**config.mk**
```make
export PLATFORM = sky130hd
export DESIGN_NAME = dma_start_ctrl
export DESIGN_NICKNAME = d
export VERILOG_FILES = /design/src/rtl/dma_start_ctrl.sv
export SDC_FILE = /design/constraint.sdc
export NUM_CORES = 1
export LEC_CHECK = 0
export ABC_AREA = 1
export BUFFER_PORTS_ARGS = -buffer_cell sky130_fd_sc_hd__buf_4
export CORE_MARGIN = 4
export CORE_UTILIZATION = 54
export DETAILED_ROUTE_END_ITERATION = 12
export PLACE_DENSITY = 0.86
export SLEW_MARGIN = 40
export SYNTH_ARGS = -nofsm -noshare
export SYNTH_HDL_FRONTEND = slang
export SYNTH_SLANG_ARGS = --single-unit
export TNS_END_PERCENT = 20
```
**constraint.sdc**
```tcl
create_clock -name clk -period 2.4 [get_ports clk]
set_input_delay 0.12 -clock clk [delete_from_list [all_inputs] [get_ports clk]]
set_output_delay 0.12 -clock clk [all_outputs]
set_load 0.01 [all_outputs]
```
**src/rtl/dma_start_ctrl.sv**
```systemverilog
module dma_start_ctrl #(
  parameter int SRC_W = 4,
  localparam int NREQ = 1 << SRC_W
) (
  input  logic             clk,
  input  logic             rst_n,
  input  logic             wr_en,
  input  logic             wr_ch,
  input  logic             wr_bit,
  input  logic [2:0]       wr_idx,
  input  logic [7:0]       wr_data,
  input  logic             rd_ch,
  output logic [7:0]       rd_data,
  input  logic [NREQ-1:0]  hw_req,
  input  logic [1:0]       ch_en,
  input  logic [1:0]       ch_busy,
  input  logic             ch0_done,
  output logic [1:0]       start_o,
  output logic [1:0]       start_dir,
  output logic [1:0]       start_wide
);

  logic [1:0]       dir_q, wide_q, hold_q, d1_q, d2_q, pend_q;
  logic [SRC_W-1:0] src_q [2];
  logic             wait_q;
  logic [7:0]       cur [2];
  logic [7:0]       nb  [2];
  logic [1:0]       req, blk, want;
  logic             go0, go1, wait_d, grant1;

  always_comb begin
    for (int n = 0; n < 2; n++) begin
      cur[n] = {1'b0, dir_q[n], wide_q[n], hold_q[n], src_q[n]};
      nb[n]  = cur[n];
      if (wr_en && wr_ch == 1'(n)) begin
        if (wr_bit) nb[n][wr_idx] = wr_data[0];
        else        nb[n] = wr_data;
      end
      req[n]  = ch_en[n] & (nb[n][7] | ((src_q[n] != '0) & hw_req[src_q[n]]));
      blk[n]  = hold_q[n] & d1_q[n] & d2_q[n];
      want[n] = ~blk[n] & (req[n] | pend_q[n]);
    end
  end

  assign rd_data = cur[rd_ch];
  assign grant1  = ch0_done & ~want[0];
  assign go0     = want[0];
  assign go1     = wait_q ? grant1 : (want[1] & ~want[0]);
  assign wait_d  = wait_q ? ~grant1 : (want[1] & want[0]);

  always_ff @(posedge clk or negedge rst_n) begin
    if (!rst_n) begin
      dir_q <= '0; wide_q <= '0; hold_q <= '0;
      d1_q <= '0; d2_q <= '0; pend_q <= '0;
      src_q[0] <= '0; src_q[1] <= '0;
      wait_q <= 1'b0;
      start_o <= '0; start_dir <= '0; start_wide <= '0;
    end else begin
      for (int n = 0; n < 2; n++) begin
        pend_q[n] <= blk[n] & (pend_q[n] | req[n]);
        d1_q[n]   <= hold_q[n];
        d2_q[n]   <= d1_q[n];
        hold_q[n] <= nb[n][4];
        if (!ch_busy[n]) begin
          dir_q[n]  <= nb[n][6];
          wide_q[n] <= nb[n][5];
          src_q[n]  <= nb[n][SRC_W-1:0];
        end
      end
      wait_q     <= wait_d;
      start_o    <= {go1, go0};
      start_dir  <= dir_q;
      start_wide <= wide_q;
    end
  end

endmodule


```
======== Word-level counts from Yosys, hierarchy flattened ========
Cells that the tools add are included.
operators by class
  $lt $le $gt $ge ......................... 5
  multiplexer cells ....................... 17
  bitwise gates (word level) .............. 27
  reduce and logical (&&, ||, !) cells .... 7
operator list
  kind                  count
  $mux W8               6
  $bwmux W8             2
  $and A1 B1 Y1         15
  $lt A4 B5 Y1 const B  2
  $bmux W1 S4           2
  $reduce_bool A4 Y1    2
  $mux W7               1
  $not A1 Y1            7
  $mux W1               5
  $lt A3 B4 Y1 const B  1
  $or A1 B1 Y1          4
  $reduce_and A2 Y1     2
  $demux W1 S3          1
  $ge A3 B1 Y1 const B  1
  $logic_and A1 B1 Y1   3
  $ge A2 B2 Y1 const B  1
  $not A1 Y2            1
storage, ports and cells
  register bits ........................... 27
  input bits .............................. 38
  output and inout bits ................... 14
  word-level logic and storage cells ...... 71

======== Longest topological paths before layout ========
  depth in word-level cells ............... 15
  gate-level depth with buffers ........... 13
  depth with buffers taken out ............ 12

======== Worst setup path after synthesis ========
Ideal clock, no wire load.
  path type ............................... register -> register
  start ................................... reg (tool-made name)
  end ..................................... reg wait_q
  setup time .............................. 0.116 ns
  data arrival time ....................... 1.183 ns
  required time ........................... 2.284 ns
  slack ................................... 1.100 ns
  stages on the path, launching flop included .. 14
  buffers on the path ..................... 1
  period minus slack after synthesis ...... 1.300 ns
  cells stage by stage .................... dfrtp_1 buf_6 inv_4 nand2_1 nand3_1 nand3_1 nand3_1 nand3_1 nand2_1 nand2_1 nand2_2 nand2_1 nand2_1 nand2_1
RTL lines
  element               line  source
  end signal, assigned  70    wait_q <= wait_d;
  end, declared         25    logic wait_q;

==> flow_metrics.env <==
export IMPL_postCtsSetupBuffers=0
export IMPL_setup_tns_ns=0
export IMPL_grt_pass1_wl_mm=6.22
export IMPL_core_region_area_mm2=0.00278
export IMPL_synth_area_mm2=0.00158
export IMPL_final_cell_area_mm2=0.00200
export IMPL_first_pass_iters=5
export IMPL_crit_path_end_kind="register"
export IMPL_grt_total_usage_pct=19.2
export IMPL_period_share_pct=67.7
export IMPL_grt_start_max_net_pins=28
export IMPL_drc=0
export IMPL_path_clk_slew_ns=0.15
export IMPL_whs_ns=0.0252
export IMPL_die_x_um=62.1
export IMPL_synthDistinctLibCells=23
export IMPL_fin_skew_ns=0.00108
export IMPL_cp_max_fo=11
export IMPL_dp_cells=296
export IMPL_final_nets=309
export IMPL_num_rows=19
export IMPL_max_freq_ghz=0.615
export IMPL_htreeDepth=1
export IMPL_hpwl_mm=2.85
export IMPL_cts_tree="built"
export IMPL_drt_iter0_drc=89
export IMPL_numCtsBuffers=3
export IMPL_clock_sinks=27
export IMPL_hold_viol=0
export IMPL_wirelength_mm=3.61
export IMPL_layout_min_cycle_time_ns=1.63
export IMPL_avgSynthCellArea_um2=7.16
export IMPL_cp_cell_sequence="inv_1, nand2_1, nand3_1, nand3_1, nand3_1, nand3_1, nand2_1, a21oi_2, nand3_1, nand2_1"
export IMPL_io_pins=52
export IMPL_maxSlewHeadroom_pct=65.2
export IMPL_drv_slew=0
export IMPL_drv_cap=0
export IMPL_grt_pass1_vias=1471
export IMPL_critPathArrivalTime_ns=1.91
export IMPL_gr_total_overflow=0
export IMPL_antenna_cells=0
export IMPL_final_util_pct=71.7
export IMPL_num_vias=1595
export IMPL_clk_latency_ns=0.33
export IMPL_fillers=254
export IMPL_synth_cells=221
export IMPL_dieArea_mm2=0.00386
export IMPL_hold_class="in -> reg"
export IMPL_cts_resized_gates=0
export IMPL_vias_per_cell=5.30
export IMPL_rsz0062_at_grt="false"
export IMPL_routedWlPerCell_um=12.0
export IMPL_mostFrequentLayoutCells="nand2_1, buf_4, inv_1"
export IMPL_crit_top_cell="nand3_1"
export IMPL_cts_root_buffer="clkbuf_4"
export IMPL_ir_worst_vdd_uv=583
export IMPL_slowest_delay_ns=0.59
export IMPL_reg2reg_slack_ns=0.77
export IMPL_cts_max_path_buffers=2
export IMPL_worst_pin_slew_ns=0.521
export IMPL_port_buffers=49
export IMPL_cts_hold_buf=1
export IMPL_yosys_warnings=0
export IMPL_start_kind="register"
export IMPL_yosysSeqAreaShare_pct=42.7
export IMPL_crit_slowest_cell="dfrtp_1"
export IMPL_yosys_register_bits=27
export IMPL_fp_dieH_um=62.1
export IMPL_area_delta_synth_final_pct=26.1
export IMPL_power_leakage_nw=1.10
export IMPL_powerDensity_mw_per_mm2=653
export IMPL_ant_nets=0
export IMPL_status="finished, final reports clean"
export IMPL_worst_setup_path_type="reg -> reg"
export IMPL_hp_start="ch0_done"
export IMPL_finalSetupViolCount=0
export IMPL_drive_gt1_share_pct=22.2
export IMPL_synth_fp_nets=259
export IMPL_layout_commonest_cell="nand2_1"
export IMPL_start_util_pct=56.9
export IMPL_dpl_cell_area_mm2=0.00196
export IMPL_antenna_found_initial=0
export IMPL_final_cell_count_no_fill=301
export IMPL_place_congestion=0.907
export IMPL_cp_required_ns=2.68
==> cell usage after synthesis, drive strengths merged <==
| library cell | number | area, µm² |
|---|---|---|
| nand2 | 60 | 228 |
| inv | 41 | 156 |
| nand3 | 34 | 170 |
| dfrtp | 27 | 676 |
| o21ai | 16 | 80.1 |
| a21oi | 11 | 58.8 |
| a31oi | 7 | 43.8 |
| a22oi | 5 | 37.5 |
| nor3 | 5 | 25.0 |
| buf | 3 | 26.3 |
| mux2i | 3 | 30.0 |
| clkbuf | 2 | 7.51 |
| nor2 | 2 | 7.51 |
| o31ai | 2 | 20.0 |
| or2 | 2 | 12.5 |
| conb | 1 | 3.75 |
==> cell families after synthesis <==
logic type	Yosys count	synth area share, %
AOI/OAI and AO/OA	41	15.2
muxes	3	1.90
buffers and inverters	46	12.0
DFF	27	42.7
other	1	0.237
and+or+nand+nor	103	28.0
==> critical path: cells and delay by family (launching register included) <==
family,cells,cell delay (ns)
AO/OA/AOI/OAI,1,0.14
AND/OR/NAND/NOR,8,0.64
flip-flops,1,0.59
buffers and inverters,1,0.21
==> power breakdown <==
group	switching, mW	internal [mW]
combinational	0.249	0.216
sequential	0.0858	0.550
clock	0.138	0.0639
==> per-layer routing <==
layer	part of all wire (%)	vias up	track usage, %	wire length [µm]
li1	-	815	-	-
met1	44	721	25.3	1600
met2	48	55	32.5	1740
met3	6.4	4	3.06	233
met4	0.83	0	5.42	30
met5	0	-	0	0
==> cell type report <==
cell class	count	area (µm²)	area share, %
clock buffers	3	22.5	1.13
clock inverters	1	7.51	0.376
inverters	41	156	7.84
multi-input cells	148	717	35.9
flip-flops and latches	27	676	33.9
well taps	31	38.8	1.94
repair buffers	50	378	18.9
==> worst paths after layout <==
| path | endpoint | depth (start not counted) |
|---|---|---|
| min in group asynchronous | pend_q[0]$_DFF_PN0_ | 2 |
| max in group asynchronous | asynchronous set/reset pin | 2 |
| min reg2reg | d2_q[1]$_DFF_PN0_ | 0 |
| min | wait_q$_DFF_PN0_ | 4 |
| max | start_o[1]$_DFF_PN0_ | 10 |
| max reg2reg | start_o[1]$_DFF_PN0_ | 10 |
==> through the flow <==
step	setup WS [ns]	power (mW)
6_report	0.775	1.30
5_1_grt	0.585	1.40
4_1_cts	0.779	1.31
3_5_place_dp	0.821	1.11
3_3_place_gp	0.838	1.10
2_1_floorplan	1.10	0.915
(Power assumes the default switching activity.)
